$ cat src/rtl/mesh_router_pkg.sv
package mesh_router_pkg;
  typedef enum logic [1:0] {
    FT_BODY   = 2'b00,
    FT_HEAD   = 2'b01,
    FT_TAIL   = 2'b10,
    FT_SINGLE = 2'b11
  } flit_type_e;

  localparam int NIN   = 5;
  localparam int NMESH = 4;
  localparam int NOUT  = 6;
  localparam int P_N   = 0;
  localparam int P_E   = 1;
  localparam int P_S   = 2;
  localparam int P_W   = 3;
  localparam int O_RXP = 4;
  localparam int O_RXM = 5;

  function automatic logic opens_pkt(input logic [1:0] t);
    return (t == FT_HEAD) || (t == FT_SINGLE);
  endfunction
endpackage

$ cat src/rtl/router_fifo.sv
module router_fifo #(
  parameter int W     = 34,
  parameter int DEPTH = 2
) (
  input  logic         clk,
  input  logic         rst,
  input  logic         push,
  input  logic [W-1:0] wdata,
  input  logic         pop,
  output logic [W-1:0] rdata,
  output logic         full,
  output logic         empty
);
  localparam int AW = (DEPTH > 1) ? $clog2(DEPTH) : 1;
  localparam int CW = $clog2(DEPTH + 1);

  logic [W-1:0]  mem [DEPTH];
  logic [AW-1:0] wp, rp;
  logic [CW-1:0] cnt;

  function automatic logic [AW-1:0] step(input logic [AW-1:0] p);
    return (p == AW'(DEPTH - 1)) ? '0 : p + 1'b1;
  endfunction

  always_ff @(posedge clk) begin
    if (rst) begin
      wp  <= '0;
      rp  <= '0;
      cnt <= '0;
    end else begin
      if (push) wp <= step(wp);
      if (pop)  rp <= step(rp);
      if (push && !pop)      cnt <= cnt + 1'b1;
      else if (!push && pop) cnt <= cnt - 1'b1;
    end
  end

  always_ff @(posedge clk) begin
    if (push) mem[wp] <= wdata;
  end

  assign rdata = mem[rp];
  assign full  = (cnt == CW'(DEPTH));
  assign empty = (cnt == '0);


  no_overflow_chk: assert property (@(posedge clk) disable iff (rst) push |-> !full);

  no_underflow_chk: assert property (@(posedge clk) disable iff (rst) pop |-> !empty);
endmodule

$ cat src/rtl/router_rr_arb.sv
module router_rr_arb #(
  parameter int N = 5
) (
  input  logic                 clk,
  input  logic                 rst,
  input  logic [N-1:0]         req,
  input  logic                 adv,
  output logic [$clog2(N)-1:0] gnt_idx,
  output logic                 gnt_any
);
  localparam int IW = $clog2(N);

  logic [IW-1:0] ptr;

  always_comb begin
    gnt_any = 1'b0;
    gnt_idx = '0;
    for (int k = 0; k < N; k++) begin
      int c;
      c = int'(ptr) + k;
      if (c >= N) c = c - N;
      if (!gnt_any && req[c]) begin
        gnt_any = 1'b1;
        gnt_idx = IW'(c);
      end
    end
  end

  always_ff @(posedge clk) begin
    if (rst) ptr <= '0;
    else if (adv) ptr <= (int'(gnt_idx) == N - 1) ? '0 : gnt_idx + 1'b1;
  end


  grant_in_req_chk: assert property (@(posedge clk) disable iff (rst) gnt_any |-> req[gnt_idx]);

  grant_live_chk: assert property (@(posedge clk) disable iff (rst) (|req) |-> gnt_any);
endmodule

$ cat src/rtl/router_out_stage.sv
module router_out_stage #(
  parameter int W = 34
) (
  input  logic         clk,
  input  logic         rst,
  input  logic         load,
  input  logic [W-1:0] din,
  input  logic         ready,
  output logic         valid,
  output logic [W-1:0] dout,
  output logic         space
);
  assign space = !valid || ready;

  always_ff @(posedge clk) begin
    if (rst) valid <= 1'b0;
    else if (space) valid <= load;
  end

  always_ff @(posedge clk) begin
    if (load && space) dout <= din;
  end


  hold_stalled_chk: assert property (@(posedge clk) disable iff (rst)
    (valid && !ready) |=> (valid && $stable(dout)));

  load_has_room_chk: assert property (@(posedge clk) disable iff (rst) load |-> space);
endmodule

$ cat src/rtl/xy_mesh_router.sv
module xy_mesh_router
  import mesh_router_pkg::*;
#(
  parameter int XW         = 3,
  parameter int YW         = 3,
  parameter int DW         = 32,
  parameter int MY_X       = 1,
  parameter int MY_Y       = 2,
  parameter int IN_DEPTH   = 2,
  parameter int RX_DEPTH   = 4
) (
  input  logic                     clk,
  input  logic                     rst,
  input  logic [NIN-1:0]           in_valid,
  output logic [NIN-1:0]           in_ready,
  input  logic [NIN*(DW+2)-1:0]    in_flit,
  output logic [NMESH-1:0]         out_valid,
  input  logic [NMESH-1:0]         out_ready,
  output logic [NMESH*(DW+2)-1:0]  out_flit,
  output logic                     rxp_valid,
  input  logic                     rxp_ready,
  output logic [DW+1:0]            rxp_flit,
  output logic                     rxm_valid,
  input  logic                     rxm_ready,
  output logic [DW+1:0]            rxm_flit
);
  localparam int FW  = DW + 2;
  localparam int OW  = $clog2(NOUT);
  localparam int IIW = $clog2(NIN);
  localparam int KB  = XW + YW;
  localparam logic [XW-1:0] HX = XW'(MY_X);
  localparam logic [YW-1:0] HY = YW'(MY_Y);

  function automatic logic [OW-1:0] xy_route(input logic [KB:0] h);
    logic [XW-1:0] dx;
    logic [YW-1:0] dy;
    dx = h[XW-1:0];
    dy = h[KB-1:XW];
    if (dx > HX)      return OW'(P_E);
    else if (dx < HX) return OW'(P_W);
    else if (dy > HY) return OW'(P_N);
    else if (dy < HY) return OW'(P_S);
    else if (h[KB])   return OW'(O_RXM);
    else              return OW'(O_RXP);
  endfunction

  // input side
  logic [FW-1:0]  hd     [NIN];
  logic [OW-1:0]  rt_new [NIN];
  logic [OW-1:0]  rt_q   [NIN];
  logic [OW-1:0]  want   [NIN];
  logic [NIN-1:0] ib_full, ib_empty, hd_ok, pop;

  // output side
  logic [NOUT-1:0] locked, fire, space, gany;
  logic [IIW-1:0]  owner [NOUT];
  logic [IIW-1:0]  gidx  [NOUT];
  logic [IIW-1:0]  sel   [NOUT];
  logic [FW-1:0]   odata [NOUT];

  assign hd_ok = ~ib_empty;

  for (genvar i = 0; i < NIN; i++) begin : g_in
    router_fifo #(.W(FW), .DEPTH(IN_DEPTH)) u_buf (
      .clk(clk), .rst(rst),
      .push(in_valid[i] && in_ready[i]), .wdata(in_flit[i*FW +: FW]),
      .pop(pop[i]), .rdata(hd[i]), .full(ib_full[i]), .empty(ib_empty[i])
    );
    assign in_ready[i] = !ib_full[i];
    assign rt_new[i]   = xy_route(hd[i][KB:0]);
    assign want[i]     = opens_pkt(hd[i][FW-1 -: 2]) ? rt_new[i] : rt_q[i];

    always_ff @(posedge clk) begin
      if (rst) rt_q[i] <= '0;
      else if (pop[i] && opens_pkt(hd[i][FW-1 -: 2])) rt_q[i] <= rt_new[i];
    end
  end

  for (genvar o = 0; o < NOUT; o++) begin : g_out
    logic [NIN-1:0] arb_req;

    always_comb begin
      for (int i = 0; i < NIN; i++)
        arb_req[i] = hd_ok[i] && (want[i] == OW'(o)) && opens_pkt(hd[i][FW-1 -: 2]);
    end

    router_rr_arb #(.N(NIN)) u_arb (
      .clk(clk), .rst(rst), .req(arb_req), .adv(fire[o] && !locked[o]),
      .gnt_idx(gidx[o]), .gnt_any(gany[o])
    );

    assign sel[o]   = locked[o] ? owner[o] : gidx[o];
    assign fire[o]  = space[o] && (locked[o] ? (hd_ok[owner[o]] && (want[owner[o]] == OW'(o)))
                                             : gany[o]);
    assign odata[o] = hd[sel[o]];

    always_ff @(posedge clk) begin
      if (rst) begin
        locked[o] <= 1'b0;
        owner[o]  <= '0;
      end else if (fire[o]) begin
        if (odata[o][FW-1 -: 2] == FT_HEAD) begin
          locked[o] <= 1'b1;
          owner[o]  <= sel[o];
        end else if (odata[o][FW-1 -: 2] == FT_TAIL) begin
          locked[o] <= 1'b0;
        end
      end
    end


    locked_no_open_chk: assert property (@(posedge clk) disable iff (rst)
      (locked[o] && fire[o]) |-> !opens_pkt(odata[o][FW-1 -: 2]));
  end

  always_comb begin
    pop = '0;
    for (int o = 0; o < NOUT; o++)
      if (fire[o]) pop[sel[o]] = 1'b1;
  end

  for (genvar o = 0; o < NMESH; o++) begin : g_mesh
    router_out_stage #(.W(FW)) u_stage (
      .clk(clk), .rst(rst), .load(fire[o]), .din(odata[o]), .ready(out_ready[o]),
      .valid(out_valid[o]), .dout(out_flit[o*FW +: FW]), .space(space[o])
    );
  end

  logic rxp_full, rxp_empty, rxm_full, rxm_empty;

  router_fifo #(.W(FW), .DEPTH(RX_DEPTH)) u_rxp (
    .clk(clk), .rst(rst), .push(fire[O_RXP]), .wdata(odata[O_RXP]),
    .pop(rxp_valid && rxp_ready), .rdata(rxp_flit), .full(rxp_full), .empty(rxp_empty)
  );
  router_fifo #(.W(FW), .DEPTH(RX_DEPTH)) u_rxm (
    .clk(clk), .rst(rst), .push(fire[O_RXM]), .wdata(odata[O_RXM]),
    .pop(rxm_valid && rxm_ready), .rdata(rxm_flit), .full(rxm_full), .empty(rxm_empty)
  );

  assign space[O_RXP] = !rxp_full;
  assign space[O_RXM] = !rxm_full;
  assign rxp_valid    = !rxp_empty;
  assign rxm_valid    = !rxm_empty;


  x_before_y_chk: assert property (@(posedge clk) disable iff (rst)
    (fire[P_E] && opens_pkt(odata[P_E][FW-1 -: 2]) |-> odata[P_E][XW-1:0] > HX) and
    (fire[P_W] && opens_pkt(odata[P_W][FW-1 -: 2]) |-> odata[P_W][XW-1:0] < HX));

  y_after_x_chk: assert property (@(posedge clk) disable iff (rst)
    (fire[P_N] && opens_pkt(odata[P_N][FW-1 -: 2]) |->
      (odata[P_N][XW-1:0] == HX) && (odata[P_N][KB-1:XW] > HY)) and
    (fire[P_S] && opens_pkt(odata[P_S][FW-1 -: 2]) |->
      (odata[P_S][XW-1:0] == HX) && (odata[P_S][KB-1:XW] < HY)));

  eject_kind_chk: assert property (@(posedge clk) disable iff (rst)
    (fire[O_RXM] && opens_pkt(odata[O_RXM][FW-1 -: 2]) |-> odata[O_RXM][KB:0] == {1'b1, HY, HX}) and
    (fire[O_RXP] && opens_pkt(odata[O_RXP][FW-1 -: 2]) |-> odata[O_RXP][KB:0] == {1'b0, HY, HX}));
endmodule

$ cat config.mk
export PLATFORM = sky130hd
export DESIGN_NAME = xy_mesh_router
export DESIGN_NICKNAME = d
export VERILOG_FILES = /design/src/rtl/mesh_router_pkg.sv /design/src/rtl/router_fifo.sv /design/src/rtl/router_rr_arb.sv /design/src/rtl/router_out_stage.sv /design/src/rtl/xy_mesh_router.sv
export SDC_FILE = /design/constraint.sdc
export NUM_CORES = 2
export LEC_CHECK = 0
export ABC_AREA = 1
export BUFFER_PORTS_ARGS = -buffer_cell sky130_fd_sc_hd__buf_4
export CELL_PAD_IN_SITES_DETAIL_PLACEMENT = 1
export CELL_PAD_IN_SITES_GLOBAL_PLACEMENT = 1
export CORE_UTILIZATION = 51
export CTS_BUF_LIST = sky130_fd_sc_hd__clkbuf_8 sky130_fd_sc_hd__clkbuf_16
export DETAILED_ROUTE_END_ITERATION = 8
export PLACE_DENSITY_LB_ADDON = 0.1
export SLEW_MARGIN = 20
export SYNTH_ARGS = -nofsm -noshare
export SYNTH_HDL_FRONTEND = slang
export SYNTH_SLANG_ARGS = --single-unit
$ cat constraint.sdc
create_clock -name clk -period 12.7 [get_ports clk]
set_input_delay 1.27 -clock clk [delete_from_list [all_inputs] [get_ports clk]]
set_output_delay 1.27 -clock clk [all_outputs]
set_load 0.1 [all_outputs]
==> flow_summary.ini <==
[cts]
clk_latency_ps = 700
clockBufferDepth = 3
cts_post_setup_buffers_inserted = 0
cts_tree = yes
cts_buffers = 90
ctsResizeCount = 0
hold_buffers = 0
clkTransAtPathRegs_ps = 60
cts-root-buf = clkbuf_16
cts_num_sinks = 852
htree_levels = 3

[detailed_routing]
drc = 0
num_vias = 42000
drt_iter0_markers = 5164
avgViaCountPerCell = 6.39
routed_wl_mm = 194
first_pass_iters = 6
drtAntennaViolNets = 0
avgRoutedWirePerCell_um = 29.4

[floorplanning]
initial_core_util_pct = 51.7
dieHeight_um = 305
rows = 110
die_area_um2 = 92900
die_w_um = 305
ios = 398
coreArea_um2 = 90400

[setup_path]
r2r_slack_ps = 5620
r2r-end = owner[4][2]
cp.arrival_ps = 7410
endpoint_kind = register
cp-start-kind = register
cp.required_ps = 13030
r2r_cells = 26
critPathKind = register to register
path_max_fanout = 39

[logic_synthesis]
post_synth_instance_area_um2 = 46800
synth_ff_type = edfxtp_1
synth_cell_type_count = 67
syn_area_per_cell_um2 = 9.36
async_flop_share_pct = 0
synth_largest_area_cell = edfxtp_1
yosys-top-cells-area = edfxtp_1 50%, nand2_1 7.4%, o21ai_0 6.2%
yosysWarnings = 0
synth_top_area_share_pct = 50.2
synth_edf_count = 781
syn-instance-count = 4997
synthesis.nets = 5276
synth.ff_latch_count = 852
ys_seq_area_share_pct = 53.2

[grt]
grt_use_total_pct = 40.6
grt_overflow = 0
grt_pass1_vias = 42100
grt_start_max_net_pins = 81
grt_pass1_wl_mm = 278
antenna_found_initial = 17

[timing]
hold_violations = 0
fin_setup_tns_ps = 0
max_freq_ghz = 0.141
fin_ws_ps = 5620
post-route-period-util_pct = 55.7
min_period_ps = 7080
maxSlewHeadroom_pct = 12.4
skew_ps = 34.3
worst_pin_slew_ps = 1300
holdWs_ps = 502
rsz0062_at_grt = false
drv_slew = 0
setup_violations = 0

[worst_hold_path]
hold_path.class = register to register
holdPathStages = 2
worstHoldStart = g_in[2].u_buf.cnt[1]
min_to = g_in[2].u_buf.cnt[1]

[placement]
dp_hpwl_mm = 136
port_buffers = 397
place_area_um2 = 50600
gp_congestion = 0.974
dpl_worst_slack_ps = 6090

[layout]
area_growth_pct = 15.2
final_common_cell = nand2_1
regArea_um2 = 24900
nNetsFinal = 5596
final_cell_mix = 920 x nand2_1, 781 x edfxtp_1, 572 x o21ai_0
nFillCells = 10200
drive_above_1_share_pct = 18.5
design_area_um2 = 53800
multiInputGateArea_um2 = 18800

[outcome]
outcome = complete, no violations

[run]
maxCapViolCount = 0
==> synth_stat cells (5+ instances only) <==
cell and instances:
a21oi_1 155, o21ai_2 14, nand2_1 920, o221ai_1 40
a31oi_1 16, o21ai_1 81, ha_1 88, inv_1 460
nand4_1 51, buf_4 23, dfxtp_1 71, xnor2_1 5
fa_1 8, nand2_4 21, o22ai_1 148, nand3_2 27
o21ai_0 577, nand2_2 63, nor2_1 383, nor2_2 31
nand3b_1 14, clkinv_1 6, nor3_1 10, or2_2 87
buf_2 64, xor2_1 39, a221oi_1 6, nor2_4 28
o21a_1 60, nand3_1 206, clkbuf_1 124, buf_6 20
o31ai_1 6, o2111ai_1 33, mux2i_1 25, edfxtp_1 781
o22a_1 27, a211oi_1 5, inv_2 66, o211ai_1 156
==> worst max path at each step <==
stage	end	cells after the start
after detailed placement	owner[4][2]	26
after floorplan	g_in[0].u_buf.cnt[1]	26
after global placement	owner[4][2]	26
after global routing	owner[4][2]	28
final	owner[4][2]	26
after CTS	owner[4][2]	26
==> metrics by stage <==
stage                     instances  util (%)
after floorplan                4997         -
after global placement         6393      56.0
after detailed placement       6394      56.0
after CTS                      6561      59.4
after global routing           6568      59.5
final                          6573      59.6
==> registers in the layout, summed over array words and instances (netlist names), 3 cells and up, named ones only <==
signal,cells
locked,6
u_rxp.mem,136
g_mesh.u_stage.valid,4
g_in.u_buf.mem,340
u_rxp.cnt,3
owner,18
g_mesh.u_stage.dout,136
u_rxm.mem,136
g_out.u_arb.ptr,18
g_in.u_buf.cnt,10
u_rxm.cnt,3
rt_q,15
g_in.u_buf.wp,5
g_in.u_buf.rp,5
==> logic make-up (layout without fill, tap and decap cells) <==
logic type / after synthesis / after routing / synth area share, %
compound gates: 1351 / 1351 / 17.5
xor+xnor: 44 / 44 / 0.824
other cells: 0 / 5 / 0
simple gates: 1858 / 1858 / 18.4
mux: 26 / 26 / 0.559
buf+inv: 770 / 1165 / 6.87
fa+ha+maj: 96 / 96 / 2.70
flops: 852 / 852 / 53.2
==> metal layers <==
| metal | part of all wire [%] | routed length, um | vias up | global-route usage, % |
|---|---|---|---|---|
| li1 | - | - | 18200 | - |
| met1 | 38 | 73800 | 20600 | 53.2 |
| met2 | 44 | 85500 | 2630 | 62.5 |
| met3 | 12 | 23300 | 578 | 10.8 |
| met4 | 5.6 | 10800 | 16 | 19.8 |
| met5 | 0.055 | 107 | - | 0 |
==> worst max-delay path, cell delays in order, from the launching register on <==
cell      delay, ps
dfxtp_2         310
buf_4           300
inv_2           120
buf_4           470
nand2_1         110
nand2_1         350
nand3_1         220
inv_2           110
nand2_4          80
nor2_2          490
nand4_1         170
nand3_1         120
nand3_1         140
nor2_1          220
nand2_1          90
nand2_1          70
nand2_1          80
o21ai_2         200
nand2_1          90
nand2_2         130
inv_2            50
nand2_2         630
inv_2           280
a221oi_1       1060
ha_1            330
inv_1            60
o21ai_0         380
==> layout make-up <==
type | instances | area share, %
Inverter | 533 | 3.72
Sequential cell | 852 | 46.2
Tap cell | 1176 | 2.73
Timing Repair Buffer | 465 | 6.70
Multi-Input combinational cell | 3375 | 35.0
Clock buffer | 92 | 4.28
Antenna cell | 5 | 0.0232
Clock inverter | 75 | 1.39
Power is not shown: default switching activity piles up to over one toggle a cycle in this logic, so the estimate is an artifact.
